**config.mk**
```make
export PLATFORM = sky130hd
export DESIGN_NAME = osc_trim_ctrl
export DESIGN_NICKNAME = d
export VERILOG_FILES = /design/src/rtl/osc_trim_pkg.sv /design/src/rtl/sync_front.sv /design/src/rtl/err_counter.sv /design/src/rtl/trim_unit.sv /design/src/rtl/osc_trim_ctrl.sv
export SDC_FILE = /design/constraint.sdc
export NUM_CORES = 1
export LEC_CHECK = 0
export ABC_AREA = 1
export BUFFER_PORTS_ARGS = -buffer_cell sky130_fd_sc_hd__buf_2
export CAP_MARGIN = 30
export CORE_MARGIN = 2
export CORE_UTILIZATION = 50
export CTS_BUF_LIST = sky130_fd_sc_hd__clkbuf_8 sky130_fd_sc_hd__clkbuf_16
export DETAILED_ROUTE_END_ITERATION = 10
export PLACE_DENSITY = 0.7
export SLEW_MARGIN = 20
export SYNTH_ARGS = -nofsm -noshare
export SYNTH_HDL_FRONTEND = slang
export SYNTH_SLANG_ARGS = --single-unit
```
**constraint.sdc**
```tcl
create_clock -name clk -period 6.9 [get_ports clk]
set_input_delay 0.69 -clock clk [delete_from_list [all_inputs] [get_ports clk]]
set_output_delay 0.69 -clock clk [all_outputs]
set_load 0.05 [all_outputs]
```
**src/rtl/osc_trim_pkg.sv**
```systemverilog
package osc_trim_pkg;
  typedef enum logic [1:0] {
    ADDR_CTRL = 2'd0,
    ADDR_CFG  = 2'd1,
    ADDR_STAT = 2'd2,
    ADDR_CLR  = 2'd3
  } reg_addr_e;

  typedef enum logic [1:0] {
    SRC_PIN  = 2'd0,
    SRC_XTAL = 2'd1,
    SRC_SOF  = 2'd2,
    SRC_NONE = 2'd3
  } sync_src_e;

  typedef enum logic [1:0] {
    BAND_OK   = 2'd0,
    BAND_WARN = 2'd1,
    BAND_ERR  = 2'd2
  } err_band_e;
endpackage

```
**src/rtl/sync_front.sv**
```systemverilog
module sync_front import osc_trim_pkg::*; #(
  parameter int DIV_W = 3
) (
  input  logic             clk,
  input  logic             rst_n,
  input  logic             en,
  input  logic [1:0]       src,
  input  logic             pol,
  input  logic [DIV_W-1:0] div,
  input  logic             pin,
  input  logic             xtal,
  input  logic             sof,
  input  logic             sw_sync,
  output logic             evt
);
  localparam int PW = (1 << DIV_W) - 1;

  logic          sel, lvl, lvl_q, act_edge, hit;
  logic [PW-1:0] pcnt_q, mask;

  always_comb begin
    unique case (sync_src_e'(src))
      SRC_PIN:  sel = pin;
      SRC_XTAL: sel = xtal;
      SRC_SOF:  sel = sof;
      default:  sel = 1'b0;
    endcase
  end

  assign lvl      = sel ^ pol;
  assign act_edge = lvl & ~lvl_q;
  assign mask     = ~({PW{1'b1}} << div);
  assign hit      = ((pcnt_q & mask) == mask);
  assign evt      = sw_sync | (en & act_edge & hit);

  always_ff @(posedge clk or negedge rst_n) begin
    if (!rst_n) begin
      lvl_q  <= 1'b1;
      pcnt_q <= '0;
    end else begin
      lvl_q <= lvl;
      if (!en)           pcnt_q <= '0;
      else if (act_edge) pcnt_q <= pcnt_q + 1'b1;
    end
  end
endmodule

```
**src/rtl/err_counter.sv**
```systemverilog
module err_counter #(
  parameter int CNT_W = 16,
  parameter int LIM_W = 8
) (
  input  logic             clk,
  input  logic             rst_n,
  input  logic             en,
  input  logic             evt,
  input  logic [CNT_W-1:0] reload,
  input  logic [LIM_W-1:0] lim,
  output logic [CNT_W-1:0] cnt_o,
  output logic             up_o,
  output logic             stop_o,
  output logic             eval_o,
  output logic             esync_set_o,
  output logic             miss_set_o
);
  localparam int L3W = LIM_W + 2;

  logic [CNT_W-1:0] cnt_q, lim3;
  logic             up_q, stop_q, run;

  assign lim3        = CNT_W'({2'b00, lim} + {1'b0, lim, 1'b0});
  assign run         = en & ~evt & ~stop_q;
  assign esync_set_o = run & ~up_q & (cnt_q == '0);
  assign miss_set_o  = run & up_q & ((cnt_q == lim3) | (&cnt_q));
  assign eval_o      = en & evt & ~stop_q;
  assign cnt_o       = cnt_q;
  assign up_o        = up_q;
  assign stop_o      = stop_q;

  always_ff @(posedge clk or negedge rst_n) begin
    if (!rst_n) begin
      cnt_q  <= '0;
      up_q   <= 1'b0;
      stop_q <= 1'b0;
    end else if (!en || evt) begin
      cnt_q  <= reload;
      up_q   <= 1'b0;
      stop_q <= 1'b0;
    end else if (esync_set_o) begin
      cnt_q <= CNT_W'(1);
      up_q  <= 1'b1;
    end else if (miss_set_o) begin
      stop_q <= 1'b1;
    end else if (!stop_q) begin
      cnt_q <= up_q ? cnt_q + 1'b1 : cnt_q - 1'b1;
    end
  end

  logic unused_l3w;
  assign unused_l3w = (L3W > CNT_W);
endmodule

```
**src/rtl/trim_unit.sv**
```systemverilog
module trim_unit import osc_trim_pkg::*; #(
  parameter int CNT_W  = 16,
  parameter int LIM_W  = 8,
  parameter int TRIM_W = 6
) (
  input  logic              clk,
  input  logic              rst_n,
  input  logic              eval,
  input  logic [CNT_W-1:0]  mag,
  input  logic              up,
  input  logic [LIM_W-1:0]  lim,
  input  logic              auto_en,
  input  logic              sw_we,
  input  logic [TRIM_W-1:0] sw_val,
  output logic [TRIM_W-1:0] trim_o,
  output err_band_e         band_o,
  output logic              ovf_set_o
);
  localparam logic [TRIM_W:0]   TMAX     = (TRIM_W+1)'((1 << TRIM_W) - 1);
  localparam logic [TRIM_W-1:0] TRIM_RST = TRIM_W'(1 << (TRIM_W - 1));

  logic [TRIM_W-1:0] trim_q, nxt;
  logic [TRIM_W:0]   sum, stepx;
  logic [1:0]        step;
  logic [CNT_W-1:0]  lim_x, lim3_x;
  logic              ovf;

  assign lim_x  = CNT_W'(lim);
  assign lim3_x = CNT_W'({2'b00, lim} + {1'b0, lim, 1'b0});

  always_comb begin
    if (mag < lim_x)       begin band_o = BAND_OK;   step = 2'd0; end
    else if (mag < lim3_x) begin band_o = BAND_WARN; step = 2'd1; end
    else                   begin band_o = BAND_ERR;  step = 2'd2; end
    stepx = (TRIM_W+1)'(step);
    sum   = {1'b0, trim_q} + stepx;
    ovf   = 1'b0;
    if (up) begin
      if (stepx > {1'b0, trim_q}) begin nxt = '0; ovf = 1'b1; end
      else nxt = trim_q - TRIM_W'(step);
    end else begin
      if (sum > TMAX) begin nxt = '1; ovf = 1'b1; end
      else nxt = sum[TRIM_W-1:0];
    end
  end

  assign ovf_set_o = eval & auto_en & ovf;
  assign trim_o    = trim_q;

  always_ff @(posedge clk or negedge rst_n) begin
    if (!rst_n)                trim_q <= TRIM_RST;
    else if (eval && auto_en)  trim_q <= nxt;
    else if (sw_we && !auto_en) trim_q <= sw_val;
  end
endmodule

```
**src/rtl/osc_trim_ctrl.sv**
```systemverilog
module osc_trim_ctrl import osc_trim_pkg::*; #(
  parameter int               CNT_W      = 16,
  parameter int               LIM_W      = 8,
  parameter int               TRIM_W     = 6,
  parameter int               DIV_W      = 3,
  parameter logic [CNT_W-1:0] RELOAD_RST = 16'hBB7F,
  parameter logic [LIM_W-1:0] LIM_RST    = 8'h22
) (
  input  logic              clk,
  input  logic              rst_n,
  input  logic              sync_pin_i,
  input  logic              sync_xtal_i,
  input  logic              sync_sof_i,
  input  logic              reg_we_i,
  input  logic [1:0]        reg_addr_i,
  input  logic [31:0]       reg_wdata_i,
  output logic [31:0]       reg_rdata_o,
  output logic [TRIM_W-1:0] trim_o,
  output logic              irq_o
);
  localparam int TRIM_LSB = 8;
  localparam int LIM_LSB  = 16;
  localparam int DIV_LSB  = 24;
  localparam int SRC_LSB  = 28;
  localparam int CAP_LSB  = 16;

  logic [3:0]       ie_q;
  logic             cnt_en_q, auto_q;
  logic [CNT_W-1:0] reload_q, cap_q, cnt_w;
  logic [LIM_W-1:0] lim_q;
  logic [DIV_W-1:0] div_q;
  logic [1:0]       src_q;
  logic             pol_q;
  logic             ok_q, warn_q, esync_q, serr_q, miss_q, ovf_q, dir_q;
  logic             wr_ctrl, wr_cfg, sw_sync, evt_w, up_w, stop_w, eval_w;
  logic             esync_set, miss_set, ovf_set, err_w;
  logic [3:0]       clr_w;
  logic             clr_ok_w;
  err_band_e        band_w;
  logic [31:0]      ctrl_rd, cfg_rd, stat_rd;
  logic [TRIM_W-1:0] trim_w;

  assign wr_ctrl  = reg_we_i && (reg_addr_i == ADDR_CTRL);
  assign wr_cfg   = reg_we_i && (reg_addr_i == ADDR_CFG);
  assign clr_w    = (reg_we_i && (reg_addr_i == ADDR_CLR)) ? reg_wdata_i[3:0] : 4'b0000;
  assign clr_ok_w = clr_w[0];
  assign sw_sync  = wr_ctrl & reg_wdata_i[6];

  always_ff @(posedge clk or negedge rst_n) begin
    if (!rst_n) begin
      ie_q     <= '0;
      cnt_en_q <= 1'b0;
      auto_q   <= 1'b0;
    end else if (wr_ctrl) begin
      ie_q     <= reg_wdata_i[3:0];
      cnt_en_q <= reg_wdata_i[4];
      auto_q   <= reg_wdata_i[5];
    end
  end

  always_ff @(posedge clk or negedge rst_n) begin
    if (!rst_n) begin
      reload_q <= RELOAD_RST;
      lim_q    <= LIM_RST;
      div_q    <= '0;
      src_q    <= SRC_SOF;
      pol_q    <= 1'b0;
    end else if (wr_cfg && !cnt_en_q) begin
      reload_q <= reg_wdata_i[CNT_W-1:0];
      lim_q    <= reg_wdata_i[LIM_LSB +: LIM_W];
      div_q    <= reg_wdata_i[DIV_LSB +: DIV_W];
      src_q    <= reg_wdata_i[SRC_LSB +: 2];
      pol_q    <= reg_wdata_i[31];
    end
  end

  sync_front #(.DIV_W(DIV_W)) u_front (
    .clk(clk), .rst_n(rst_n), .en(cnt_en_q), .src(src_q), .pol(pol_q),
    .div(div_q), .pin(sync_pin_i), .xtal(sync_xtal_i), .sof(sync_sof_i),
    .sw_sync(sw_sync), .evt(evt_w)
  );

  err_counter #(.CNT_W(CNT_W), .LIM_W(LIM_W)) u_cnt (
    .clk(clk), .rst_n(rst_n), .en(cnt_en_q), .evt(evt_w), .reload(reload_q),
    .lim(lim_q), .cnt_o(cnt_w), .up_o(up_w), .stop_o(stop_w), .eval_o(eval_w),
    .esync_set_o(esync_set), .miss_set_o(miss_set)
  );

  trim_unit #(.CNT_W(CNT_W), .LIM_W(LIM_W), .TRIM_W(TRIM_W)) u_trim (
    .clk(clk), .rst_n(rst_n), .eval(eval_w), .mag(cnt_w), .up(up_w),
    .lim(lim_q), .auto_en(auto_q), .sw_we(wr_ctrl),
    .sw_val(reg_wdata_i[TRIM_LSB +: TRIM_W]), .trim_o(trim_w),
    .band_o(band_w), .ovf_set_o(ovf_set)
  );

  always_ff @(posedge clk or negedge rst_n) begin
    if (!rst_n) begin
      ok_q <= 1'b0; warn_q <= 1'b0; esync_q <= 1'b0;
      serr_q <= 1'b0; miss_q <= 1'b0; ovf_q <= 1'b0;
      cap_q <= '0; dir_q <= 1'b0;
    end else begin
      ok_q    <= (eval_w && band_w == BAND_OK)   | (ok_q    & ~clr_w[0]);
      warn_q  <= (eval_w && band_w == BAND_WARN) | (warn_q  & ~clr_w[1]);
      serr_q  <= (eval_w && band_w == BAND_ERR)  | (serr_q  & ~clr_w[2]);
      miss_q  <= miss_set                        | (miss_q  & ~clr_w[2]);
      ovf_q   <= ovf_set                         | (ovf_q   & ~clr_w[2]);
      esync_q <= esync_set                       | (esync_q & ~clr_w[3]);
      if (eval_w) begin
        cap_q <= cnt_w;
        dir_q <= ~up_w;
      end
    end
  end

  assign err_w   = serr_q | miss_q | ovf_q;
  assign ctrl_rd = {18'd0, 2'b00, trim_w, 1'b0, 1'b0, auto_q, cnt_en_q, ie_q};
  assign cfg_rd  = {pol_q, 1'b0, src_q, 1'b0, div_q, lim_q, reload_q};
  assign stat_rd = {cap_q, dir_q, 4'd0, ovf_q, miss_q, serr_q, 4'd0,
                    esync_q, err_w, warn_q, ok_q};

  always_comb begin
    unique case (reg_addr_e'(reg_addr_i))
      ADDR_CTRL: reg_rdata_o = ctrl_rd;
      ADDR_CFG:  reg_rdata_o = cfg_rd;
      ADDR_STAT: reg_rdata_o = stat_rd;
      default:   reg_rdata_o = 32'd0;
    endcase
  end

  assign trim_o = trim_w;
  assign irq_o  = |({esync_q, err_w, warn_q, ok_q} & ie_q);

  logic unused_wdata;
  assign unused_wdata = ^{reg_wdata_i[31:CNT_W], reg_wdata_i[15:14],
                          reg_wdata_i[7], reg_wdata_i[6:0]};
endmodule

```
==> PnR_summary.wiki, run 1 <==
{| class="wikitable"
! Metric !! Value
|-
| Clock network latency to the later pin of the worst-skew pair || 350 ps
|-
| Post-synthesis register bit count || 91
|-
| Wl on met1 || 7640 µm
|-
| Total iterations of the first detailed-routing run || 4
|-
| Number of H-tree branching levels || 3
|-
| Register-to-register path setup slack || 1980 ps
|-
| Number of antenna diodes || 0
|-
| RSZ-0062 raised after global routing || false
|-
| Maximum vdd drop || 0.209 mV
|-
| Remaining global-route overflow || 0
|-
| Fraction of the yosys area taken by sequential cells || 0.361
|-
| Pwr Density || 407 nW/µm²
|-
| Cells taking the most area after synthesis || sky130_fd_sc_hd__dfrtp_1, sky130_fd_sc_hd__nand2_1, sky130_fd_sc_hd__ha_1
|-
| DR WL met3 || 791 µm
|-
| Vias in the first global route || 5453
|-
| Delay of the slowest critical-path stage || 580 ps
|-
| Period utilisation layout || 0.713
|-
| Crit-path leading delay family || compound AO/OA/AOI/OAI gates
|-
| Aggregate global-route resource usage || 0.252
|-
| Warnings, synthesis || 0
|-
| Top routing layer in use || met4
|-
| Count of flip-flops with a built-in enable after synthesis || 0
|-
| Number of nets in the finished design || 1019
|-
| Clock tree from TritonCTS || built
|-
| Count of routing violations after the opening detailed-route iteration || 314
|-
| Transition at the pin with the smallest max-transition slack || 724 ps
|-
| Largest driver fanout on the critical path || 5
|-
| CP Cell Sequence || ha_1 -> fa_1 -> a21oi_1 -> o21ai_0 -> a21oi_1 -> o21ai_0 -> xor2_1 -> ha_1 -> nand2_1 -> inv_1 -> nand3_1 -> inv_1 -> a21oi_1 -> o21ai_0 -> nand2_1 -> fa_1 -> nor2_1 -> nand3_1 -> nand3_1 -> o311ai_0 -> inv_1 -> nand4_1 -> nand3_1 -> nand2_1
|-
| Final Setup Violations || 0
|-
| Mapped cell area || 6360 µm²
|-
| Number of I/O port buffers || 76
|-
| Sort of element at the end of the critical path || flop
|-
| TritonCTS buffer count || 9
|-
| Setup fix buffers added after clock tree synthesis || 0
|-
| R2R cell count || 24
|-
| Number of clock sinks || 91
|-
| Top post-synthesis cells by count || sky130_fd_sc_hd__nand2_1, sky130_fd_sc_hd__inv_1, sky130_fd_sc_hd__o21ai_0
|-
| Number of standard cells after synthesis || 860
|-
| Number of endpoints with negative hold slack in the final report || 0
|-
| Startpoint class of the critical path || flop
|-
| Final total negative setup slack || 0 ps
|-
| Min-delay worst type || input pin to async pin
|-
| Number of max-cap violations || 0
|-
| Die X-Extent || 117 µm
|-
| Most common cell on crit path || sky130_fd_sc_hd__nand3_1
|-
| Relative slew slack || 0.517
|-
| Starting density of the core || 0.508
|-
| Design area || 7270 µm²
|-
| Distinct cell type count after synthesis || 43
|-
| Clock-pin slew of the registers on the worst-case setup and hold paths || 70 ps
|-
| Slowest stage cell, crit path || sky130_fd_sc_hd__dfstp_2
|-
| Crit Path Category || flop to flop
|-
| CTS root buf || sky130_fd_sc_hd__clkbuf_16
|-
| Standard cell area after detailed placement || 6900 µm²
|-
| Mean instance size in the synthesized netlist || 7.40 µm²
|-
| Post-synth top flop || sky130_fd_sc_hd__dfrtp_1
|-
| Area of combinational cells with multiple inputs || 3500 µm²
|-
| Most common cell in the synthesized netlist || sky130_fd_sc_hd__nand2_1
|-
| Final Skew || 7.58 ps
|-
| # hold bufs at CTS || 0
|-
| Data arrival time of the critical path || 5160 ps
|-
| Cell count along the critical path || 24
|-
| Initial antenna violation count || 0
|-
| GP Congestion || 0.902
|-
| Final routed DRC violation total || 0
|-
| Final Instance Count excl. Fillers || 1108
|-
| Area leader, netlist || sky130_fd_sc_hd__dfrtp_1
|-
| Quantity of gates resized following cts || 0
|-
| Area share of the largest cell type after synthesis || 0.287
|-
| Total die area || 13600 µm²
|-
| Worst Path Required || 7150 ps
|-
| Capturing point of the worst reg2reg path || u_trim.trim_o[2]
|-
| FMAX || 203 MHz
|-
| Fill cell count || 1241
|-
| WP buf/inv || 3
|-
| Routed length per instance || 14.7 µm
|-
| Flip-flop and latch area || 2300 µm²
|-
| Final Slew Violations || 0
|-
| Leakage dissipation || 3.78 nW
|-
| Outcome || finished, final reports clean
|-
| Post-Synthesis Net Count || 948
|-
| Worst r2r src || lim_q[1]
|-
| Final Critical Period || 4920 ps
|-
| Maximum buffer depth of the clock tree || 2
|-
| Post-synth ARST share || 1.00
|-
| Sum of routed wire length over all layers || 16300 µm
|-
| Boundary pin count || 79
|-
| Number of antenna-violating nets in the routed design || 0
|-
| Synth-to-Final Area Change || 14.3%
|-
| Global-route wire length before repair || 26700 µm
|-
| Placeable core area || 12500 µm²
|-
| Final Power || 2.96 mW
|-
| Overall die height || 117 µm
|-
| DR vias/cell || 5.30
|-
| Standard-cell rows || 41
|-
| Routed via count || 5877
|-
| Routed wire length on met2 || 7530 µm
|-
| Ratio of cells with drive above 1 in the final layout || 0.155
|-
| # placed instances || 1092
|-
| HPWL after detailed placement || 11900 µm
|-
| Pin count of the biggest net entering global routing || 57
|}
how the worst max path moves through the flow:
stage / from / endpoint / slack [ps]
after CTS: lim_q[1] / u_trim.trim_o[2] / 2000
after global placement: lim_q[1] / u_trim.trim_o[2] / 2130
final: lim_q[1] / u_trim.trim_o[2] / 1980
after floorplan: lim_q[1] / u_trim.trim_o[2] / 2890
after detailed placement: lim_q[1] / u_trim.trim_o[2] / 2090
after global routing: lim_q[1] / u_trim.trim_o[2] / 1560
cells in the final DEF (no fill, tap or decap), types with 4 or more instances in the layout:
cell type / Yosys / layout
sky130_fd_sc_hd__dfrtp_1: 73 / 73
sky130_fd_sc_hd__a21oi_1: 50 / 50
sky130_fd_sc_hd__inv_2: 4 / 4
sky130_fd_sc_hd__nand2_2: 4 / 4
sky130_fd_sc_hd__dfstp_2: 18 / 18
sky130_fd_sc_hd__nand2_1: 230 / 230
sky130_fd_sc_hd__bufinv_16: 0 / 4
sky130_fd_sc_hd__nor2_1: 61 / 61
sky130_fd_sc_hd__buf_4: 1 / 5
sky130_fd_sc_hd__mux2_2: 4 / 4
sky130_fd_sc_hd__o21ai_0: 76 / 76
sky130_fd_sc_hd__nor3_1: 6 / 6
sky130_fd_sc_hd__o21ai_1: 21 / 21
sky130_fd_sc_hd__fa_1: 4 / 4
sky130_fd_sc_hd__buf_2: 6 / 75
sky130_fd_sc_hd__clkbuf_16: 0 / 9
sky130_fd_sc_hd__o221ai_1: 7 / 7
sky130_fd_sc_hd__xnor2_1: 11 / 11
sky130_fd_sc_hd__inv_1: 115 / 115
sky130_fd_sc_hd__ha_1: 44 / 44
sky130_fd_sc_hd__nand3_1: 40 / 39
sky130_fd_sc_hd__nand4_1: 17 / 17
sky130_fd_sc_hd__o22ai_1: 4 / 4
sky130_fd_sc_hd__xor2_1: 11 / 11
power by group:
| part | switching [mW] | total (mW) | internal (mW) |
|---|---|---|---|
| clock | 0.221 | 0.622 | 0.401 |
| combinational | 0.914 | 1.44 | 0.523 |
| sequential | 0.188 | 0.903 | 0.715 |
| total | 1.32 | 2.96 | 1.64 |
logic make-up (layout without fill, tap and decap cells):
family                   count (synthesis)  count (layout)  synth area share
AO/OA/AOI/OAI                          175             175             0.150
XOR/XNOR                                22              22            0.0303
adder cells (fa/ha/maj)                 48              48            0.0991
buffers and inverters                  142             218            0.0890
flip-flops                              91              91             0.361
multiplexers                             4               4           0.00708
AND/OR/NAND/NOR                        378             378             0.263
layout make-up:
class,instances,area share
multi-input combinational,627,0.482
sequential,91,0.316
inverter,122,0.0640
timing repair buffer,80,0.0568
clock buffer,10,0.0329
tap,172,0.0296
clock inverter,6,0.0188
through the flow:
stage | hold WS [ps] | setup WS (ps) | utilization
final | 358 | 1980 | 0.581
after global routing | 402 | 1560 | 0.581
after CTS | 383 | 2000 | 0.581
after detailed placement | 473 | 2090 | 0.551
after floorplan | 394 | 2890 | -
after global placement | 455 | 2130 | 0.551
layer usage:
metal | up-vias | GRT usage
met4 | 0 | 0.0792
met1 | 2748 | 0.349
met5 | - | 0
met2 | 148 | 0.405
met3 | 23 | 0.0433
li1 | 2958 | -
registers in the layout (all words and copies together) (netlist names):
signal / count
u_front.pcnt_q: 7
div_q: 3
serr_q: 1
esync_q: 1
u_cnt.up_o: 1
reload_q: 16
dir_q: 1
miss_q: 1
ie_q: 4
u_cnt.stop_o: 1
pol_q: 1
cap_q: 16
u_cnt.cnt_o: 16
auto_q: 1
warn_q: 1
src_q: 2
ok_q: 1
lim_q: 8
cnt_en_q: 1
u_trim.trim_o: 6
u_front.lvl_q: 1
ovf_q: 1
Note: power is estimated with default switching activity, not from simulation.
==> run 2, diff against run 1 <==
--- a/config.mk
+++ b/config.mk
@@ -12,7 +12,7 @@
 export CORE_UTILIZATION = 50
 export CTS_BUF_LIST = sky130_fd_sc_hd__clkbuf_8 sky130_fd_sc_hd__clkbuf_16
 export DETAILED_ROUTE_END_ITERATION = 10
-export PLACE_DENSITY = 0.7
+export PLACE_DENSITY = 0.73
 export SLEW_MARGIN = 20
 export SYNTH_ARGS = -nofsm -noshare
 export SYNTH_HDL_FRONTEND = slang
==> constraint.sdc (replaced) <==
create_clock -name clk -period 4.2 [get_ports clk]
set_input_delay 0.42 -clock clk [delete_from_list [all_inputs] [get_ports clk]]
set_output_delay 0.42 -clock clk [all_outputs]
set_load 0.05 [all_outputs]
==> PnR_summary.wiki, run 2 (same netlist as run 1, synthesis figures left out) <==
{| class="wikitable"
! Metric !! Value
|-
| Final Power || 4.91 mW (+66%)
|-
| Number of endpoints with negative hold slack in the final report || 0 (unchanged)
|-
| Leading cell type in the layout, fill and taps excluded || sky130_fd_sc_hd__nand2_1
|-
| Transition at the pin with the smallest max-transition slack || 878 ps (+153 ps)
|-
| # hold bufs at CTS || 0 (unchanged)
|-
| Final routed DRC violation total || 0 (unchanged)
|-
| Count of routing violations after the opening detailed-route iteration || 368 (+17%)
|-
| TritonCTS buffer count || 9 (unchanged)
|-
| Sort of element at the end of the critical path || flop
|-
| Ratio of cells with drive above 1 in the final layout || 0.196 (+0.0409)
|-
| Worst r2r src || lim_q[0]
|-
| Remaining global-route overflow || 0 (unchanged)
|-
| Final Setup Violations || 0 (unchanged)
|-
| Crit-path leading delay family || adder cells
|-
| CTS root buf || sky130_fd_sc_hd__clkbuf_16
|-
| Total iterations of the first detailed-routing run || 5 (+1)
|-
| Standard-cell rows || 41 (unchanged)
|-
| FMAX || 244 MHz (+20%)
|-
| Final Slew Violations || 0 (unchanged)
|-
| Final Skew || 10.1 ps (+2.53 ps)
|-
| RSZ-0062 raised after global routing || true
|-
| Worst Path Required || 4450 ps (-2700 ps)
|-
| Boundary pin count || 79 (unchanged)
|-
| Final Critical Period || 4090 ps (-827 ps)
|-
| Largest driver fanout on the critical path || 3 (-2)
|-
| Starting density of the core || 0.508 (unchanged)
|-
| Pin count of the biggest net entering global routing || 69 (+21%)
|-
| Synth-to-Final Area Change || 17.1%
|-
| Vias in the first global route || 5475 (+0.40%)
|-
| WP buf/inv || 6 (+3)
|-
| Clock-pin slew of the registers on the worst-case setup and hold paths || 70 ps (about the same)
|-
| Number of max-cap violations || 0 (unchanged)
|-
| Leakage dissipation || 3.85 nW (+1.7%)
|-
| Worst setup path startpoint || lim_q[0]
|-
| Clock network latency to the later pin of the worst-skew pair || 360 ps (about the same)
|-
| Maximum buffer depth of the clock tree || 2 (unchanged)
|-
| Period utilisation layout || 0.974 (+0.261)
|-
| Initial antenna violation count || 0 (unchanged)
|-
| # placed instances || 1109 (+1.6%)
|-
| HPWL after detailed placement || 12100 µm (+1.7%)
|-
| Sum of routed wire length over all layers || 16300 µm (+0.26%)
|-
| Number of antenna-violating nets in the routed design || 0 (unchanged)
|-
| Min-delay worst type || input pin to async pin
|-
| Number of nets in the finished design || 1038 (+1.9%)
|-
| Relative slew slack || 0.415 (-0.102)
|-
| Leading cell types in the layout, fill and taps excluded || sky130_fd_sc_hd__nand2_1, sky130_fd_sc_hd__inv_1, sky130_fd_sc_hd__buf_2
|-
| Clock tree from TritonCTS || built
|-
| Crit Path Category || flop to flop
|-
| Final Instance Count excl. Fillers || 1127 (+1.7%)
|-
| Slowest stage cell, crit path || sky130_fd_sc_hd__dfrtp_1
|-
| Maximum vdd drop || 0.337 mV (+62%)
|-
| Final Hold Slack || 187 ps (-171 ps)
|-
| DR vias/cell || 5.31 (+0.19%)
|-
| Number of clock sinks || 91 (unchanged)
|-
| Utilization of the core after routing || 0.596 (+0.0146)
|-
| Data arrival time of the critical path || 4340 ps (-820 ps)
|-
| Aggregate global-route resource usage || 0.246 (-0.00612)
|-
| Startpoint class of the critical path || flop
|-
| GP Congestion || 0.888 (-1.6%)
|-
| Total die area || 13600 µm² (unchanged)
|-
| Number of I/O port buffers || 76 (unchanged)
|-
| Pwr Density || 659 nW/µm² (+62%)
|-
| Delay of the slowest critical-path stage || 390 ps (-190 ps)
|-
| Die X-Extent || 117 µm (unchanged)
|-
| Overall die height || 117 µm (unchanged)
|-
| Global-route wire length before repair || 26100 µm (-2.4%)
|-
| Routed via count || 5989 (+1.9%)
|-
| Number of antenna diodes || 0 (unchanged)
|-
| Placeable core area || 12500 µm² (unchanged)
|-
| Number of H-tree branching levels || 3 (unchanged)
|-
| Outcome || finished, final reports clean
|-
| Routed length per instance || 14.5 µm (-1.4%)
|}
-- run 2: worst register-to-register path: stages (launching register included) --
cell                       delay, ps
sky130_fd_sc_hd__dfrtp_1         390
sky130_fd_sc_hd__ha_2            200
sky130_fd_sc_hd__fa_2            360
sky130_fd_sc_hd__a21oi_2         170
sky130_fd_sc_hd__o21ai_2          90
sky130_fd_sc_hd__a21oi_2         140
sky130_fd_sc_hd__o21ai_2          80
sky130_fd_sc_hd__xor2_1          160
sky130_fd_sc_hd__ha_1            310
sky130_fd_sc_hd__nand2_1          80
sky130_fd_sc_hd__inv_1            50
sky130_fd_sc_hd__nand3_2          60
sky130_fd_sc_hd__inv_2            40
sky130_fd_sc_hd__a21oi_2         130
sky130_fd_sc_hd__o21ai_1          70
sky130_fd_sc_hd__buf_4           160
sky130_fd_sc_hd__nor2_4          130
sky130_fd_sc_hd__ha_4            150
sky130_fd_sc_hd__inv_1            50
sky130_fd_sc_hd__fa_2            350
sky130_fd_sc_hd__buf_4           150
sky130_fd_sc_hd__xnor2_2         120
sky130_fd_sc_hd__nand3_1          80
sky130_fd_sc_hd__o311ai_1        110
sky130_fd_sc_hd__inv_1            90
sky130_fd_sc_hd__nand4_1         100
sky130_fd_sc_hd__nand3_1         110
sky130_fd_sc_hd__nand2_1          50
-- run 2: timing repair --
action,in CTS,in global routing
pin swaps,2,12
buffers inserted,1,1
endpoints found under the setup margin,7,7
resized for setup,7,27
hold endpoints to repair,0,0
-- run 2: layout make-up --
cell class,count,area [µm²]
clock buffers,9,225
fillers,1198,5060
repair buffers,99,559
well taps,172,215
flip-flops and latches,91,2300
clock inverters,7,80.1
inverters,122,465
multi-input cells,627,3610
-- run 2: worst paths after layout --
path	to	slack [ps]	depth (start not counted)
min in group clk	reload_q[12]	290	3
worst max register to register	u_trim.trim_o[2]	110	27
worst min register to register	reload_q[8]	470	2
worst min-delay path	lim_q[3]	190	1
max in group asynchronous	reload_q[15]	3100	2
worst max-delay path	u_trim.trim_o[2]	110	27
-- run 2: report_power, final --
| group | switching, mW | leakage (nW) | internal (mW) |
|---|---|---|---|
| logic | 1.59 | 2.60 | 1.00 |
| clock network | 0.372 | 0.150 | 0.466 |
| registers | 0.308 | 1.10 | 1.18 |
| total | 2.27 | 3.85 | 2.64 |
-- run 2: per-layer routing --
layer,part of all wire,GRT usage
met5,0,0
met4,0.017,0.0800
met3,0.043,0.0386
met2,0.48,0.394
met1,0.46,0.343
-- run 2: stage by stage --
stage / TNS (ps) / setup WS (ps) / cell area, µm²
3_3_place_gp: -541 / -151 / 7020
3_5_place_dp: -1000 / -262 / 7020
5_1_grt: -783 / -166 / 7450
2_1_floorplan: 0 / 191 / 6360
4_1_cts: 0 / 8.09 / 7350
6_report: 0 / 108 / 7450
==> run 3, diff against run 2 <==
--- a/config.mk
+++ b/config.mk
@@ -8,11 +8,11 @@
 export ABC_AREA = 1
 export BUFFER_PORTS_ARGS = -buffer_cell sky130_fd_sc_hd__buf_2
 export CAP_MARGIN = 30
-export CORE_MARGIN = 2
+export CORE_MARGIN = 5
 export CORE_UTILIZATION = 50
 export CTS_BUF_LIST = sky130_fd_sc_hd__clkbuf_8 sky130_fd_sc_hd__clkbuf_16
 export DETAILED_ROUTE_END_ITERATION = 10
-export PLACE_DENSITY = 0.73
+export PLACE_DENSITY = 0.7
 export SLEW_MARGIN = 20
 export SYNTH_ARGS = -nofsm -noshare
 export SYNTH_HDL_FRONTEND = slang
==> constraint.sdc (replaced) <==
create_clock -name clk -period 4.55 [get_ports clk]
set_input_delay 0.455 -clock clk [delete_from_list [all_inputs] [get_ports clk]]
set_output_delay 0.455 -clock clk [all_outputs]
set_load 0.05 [all_outputs]
==> PnR_summary.wiki, run 3 (same netlist as run 1, synthesis figures left out) <==
{| class="wikitable"
! Metric !! Value
|-
| Number of antenna-violating nets in the routed design || 0 (unchanged)
|-
| Relative slew slack || 0.440 (+0.0250)
|-
| Capturing point of the worst reg2reg path || u_trim.trim_o[4]
|-
| Crit Path Category || flop to flop
|-
| Number of clock sinks || 91 (unchanged)
|-
| Number of antenna diodes || 0 (unchanged)
|-
| Flip-flop and latch area || 2300 µm² (unchanged)
|-
| Leakage dissipation || 3.79 nW (-1.5%)
|-
| Outcome || finished, final reports clean
|-
| Final Critical Period || 4210 ps (+115 ps)
|-
| Min-delay worst type || input pin to async pin
|-
| Vias in the first global route || 5867 (+7.2%)
|-
| Leading cell types in the layout, fill and taps excluded || sky130_fd_sc_hd__nand2_1, sky130_fd_sc_hd__inv_1, sky130_fd_sc_hd__buf_2
|-
| Data arrival time of the critical path || 4450 ps (+110 ps)
|-
| Overall die height || 123 µm (+5.1%)
|-
| Worst r2r src || lim_q[0]
|-
| Synth-to-Final Area Change || 14.7%
|-
| WP buf/inv || 5 (-1)
|-
| Pwr Density || 597 nW/µm² (-9.4%)
|-
| Placeable core area || 12600 µm² (+0.41%)
|-
| Initial antenna violation count || 0 (unchanged)
|-
| Standard-cell rows || 41 (unchanged)
|-
| Wl on met1 || 7610 µm (+0.82%)
|-
| Routed via count || 5972 (-0.28%)
|-
| HPWL after detailed placement || 12400 µm (+2.1%)
|-
| Routed length per instance || 14.8 µm (+2.4%)
|-
| Top routing layer in use || met4
|-
| Clock tree from TritonCTS || built
|-
| Aggregate global-route resource usage || 0.235 (-0.0109)
|-
| Maximum vdd drop || 0.288 mV (-14%)
|-
| Worst setup path startpoint || lim_q[0]
|-
| Routed wire length on met2 || 7590 µm (-2.4%)
|-
| Maximum buffer depth of the clock tree || 2 (unchanged)
|-
| Final Setup Violations || 0 (unchanged)
|-
| Crit-path leading delay family || adder cells
|-
| Standard cell area after detailed placement || 6980 µm² (-0.64%)
|-
| Remaining global-route overflow || 0 (unchanged)
|-
| Startpoint class of the critical path || flop
|-
| Number of max-cap violations || 0 (unchanged)
|-
| Utilization of the core after routing || 0.581 (-0.0149)
|-
| GP Congestion || 0.891 (+0.33%)
|-
| Count of routing violations after the opening detailed-route iteration || 375 (+1.9%)
|-
| Delay of the slowest critical-path stage || 400 ps (about the same)
|-
| Number of nets in the finished design || 1030 (-0.77%)
|-
| Final Skew || 7.65 ps (-2.46 ps)
|-
| Ratio of cells with drive above 1 in the final layout || 0.173 (-0.0226)
|-
| Total iterations of the first detailed-routing run || 6 (+1)
|-
| Final Power || 4.36 mW (-11%)
|-
| Sum of routed wire length over all layers || 16600 µm (+1.7%)
|-
| Register-to-register path setup slack || 340 ps (+230 ps)
|-
| Period utilisation layout || 0.925 (-0.0497)
|-
| Final Instance Count excl. Fillers || 1119 (-0.71%)
|-
| Number of H-tree branching levels || 3 (unchanged)
|-
| Die X-Extent || 123 µm (+5.1%)
|-
| Total die area || 15100 µm² (+11%)
|-
| Setup slack at placement || 100 ps (+362 ps)
|-
| CTS root buf || sky130_fd_sc_hd__clkbuf_16
|-
| Post-route worst setup slack || 343 ps (+235 ps)
|-
| Setup fix buffers added after clock tree synthesis || 0 (-1)
|-
| Design area || 7300 µm² (-2.1%)
|-
| FMAX || 238 MHz (-2.7%)
|-
| Worst Path Required || 4790 ps (+340 ps)
|-
| Final Slew Violations || 0 (unchanged)
|-
| Global-route wire length before repair || 28000 µm (+7.4%)
|-
| DR WL met3 || 978 µm (+40%)
|-
| Fill cell count || 1225 (+2.3%)
|-
| Transition at the pin with the smallest max-transition slack || 839 ps (-38.5 ps)
|-
| Slowest stage cell, crit path || sky130_fd_sc_hd__fa_1
|-
| R2R cell count || 26 (-3.7%)
|-
| Number of endpoints with negative hold slack in the final report || 0 (unchanged)
|-
| TritonCTS buffer count || 9 (unchanged)
|-
| Number of I/O port buffers || 76 (unchanged)
|-
| Area of combinational cells with multiple inputs || 3540 µm² (-1.9%)
|-
| # hold bufs at CTS || 0 (unchanged)
|-
| Clock-pin slew of the registers on the worst-case setup and hold paths || 70 ps (about the same)
|-
| Sort of element at the end of the critical path || flop
|-
| Pin count of the biggest net entering global routing || 53 (-23%)
|-
| Largest driver fanout on the critical path || 3 (unchanged)
|-
| Final routed DRC violation total || 0 (unchanged)
|-
| Boundary pin count || 79 (unchanged)
|-
| Clock network latency to the later pin of the worst-skew pair || 350 ps (about the same)
|-
| Quantity of gates resized following cts || 0 (-7)
|-
| Leading cell type in the layout, fill and taps excluded || sky130_fd_sc_hd__nand2_1
|-
| Starting density of the core || 0.506 (-0.00208)
|-
| # placed instances || 1103 (-0.54%)
|-
| DR vias/cell || 5.34 (+0.43%)
|}
-- run 3: changes by cell type in the layout (fill, tap and decap cells not counted), sizes merged --
cell and change:
buf -8, bufinv -1, clkbuf +1, clkinv -1, clkinvlp +1
-- run 3: how the worst max path moves through the flow --
stage / cells after the start / end / slack (ps)
after floorplan: 26 / u_trim.trim_o[2] / 540
after global placement: 27 / u_trim.trim_o[2] / 160
after detailed placement: 27 / u_trim.trim_o[2] / 100
after CTS: 27 / u_trim.trim_o[2] / 50
after global routing: 27 / u_trim.trim_o[2] / -10
final: 26 / u_trim.trim_o[4] / 340
-- run 3: where the power goes --
group / switching [mW] / leakage, nW / internal [mW]
Sequential: 0.286 / 1.10 / 1.09
Clock: 0.334 / 0.136 / 0.385
Combinational: 1.42 / 2.55 / 0.853
Total: 2.04 / 3.79 / 2.32
-- run 3: worst register-to-register path, cell delays in order, from the launching register on --
cell and delay [ps]:
sky130_fd_sc_hd__dfrtp_1 380, sky130_fd_sc_hd__ha_1 240, sky130_fd_sc_hd__fa_2 360, sky130_fd_sc_hd__a21oi_2 150
sky130_fd_sc_hd__o21ai_2 70, sky130_fd_sc_hd__a21oi_1 180, sky130_fd_sc_hd__o21ai_2 90, sky130_fd_sc_hd__xor2_1 150
sky130_fd_sc_hd__ha_1 300, sky130_fd_sc_hd__nand2_1 80, sky130_fd_sc_hd__inv_1 40, sky130_fd_sc_hd__nand3_1 70
sky130_fd_sc_hd__inv_1 50, sky130_fd_sc_hd__a21oi_1 150, sky130_fd_sc_hd__o21ai_0 90, sky130_fd_sc_hd__buf_4 160
sky130_fd_sc_hd__nor2_2 130, sky130_fd_sc_hd__ha_2 200, sky130_fd_sc_hd__inv_1 50, sky130_fd_sc_hd__fa_1 400
sky130_fd_sc_hd__nor2_2 130, sky130_fd_sc_hd__buf_4 120, sky130_fd_sc_hd__o21ai_0 60, sky130_fd_sc_hd__a21oi_1 120
sky130_fd_sc_hd__o221ai_1 120, sky130_fd_sc_hd__o21ai_1 150, sky130_fd_sc_hd__nand2_1 60
-- run 3: per-layer routing --
metal,GRT usage,vias up
li1,-,2981
met1,0.317,2792
met2,0.375,172
met3,0.0447,27
met4,0.0882,0
met5,0,-
-- run 3: through the flow --
| stage | setup TNS, ps | hold slack [ps] |
|---|---|---|
| 3_3_place_gp | 0 | 456 |
| 6_report | 0 | 145 |
| 2_1_floorplan | 0 | 159 |
| 3_5_place_dp | 0 | 460 |
| 4_1_cts | 0 | 171 |
| 5_1_grt | -19.5 | 200 |
-- run 3: layout make-up --
| cell class | count | share of cell area |
|---|---|---|
| Clock buffer | 10 | 0.0327 |
| Clock inverter | 6 | 0.00566 |
| Inverter | 122 | 0.0638 |
| Multi-Input combinational cell | 627 | 0.485 |
| Sequential cell | 91 | 0.315 |
| Tap cell | 172 | 0.0295 |
| Timing Repair Buffer | 91 | 0.0679 |
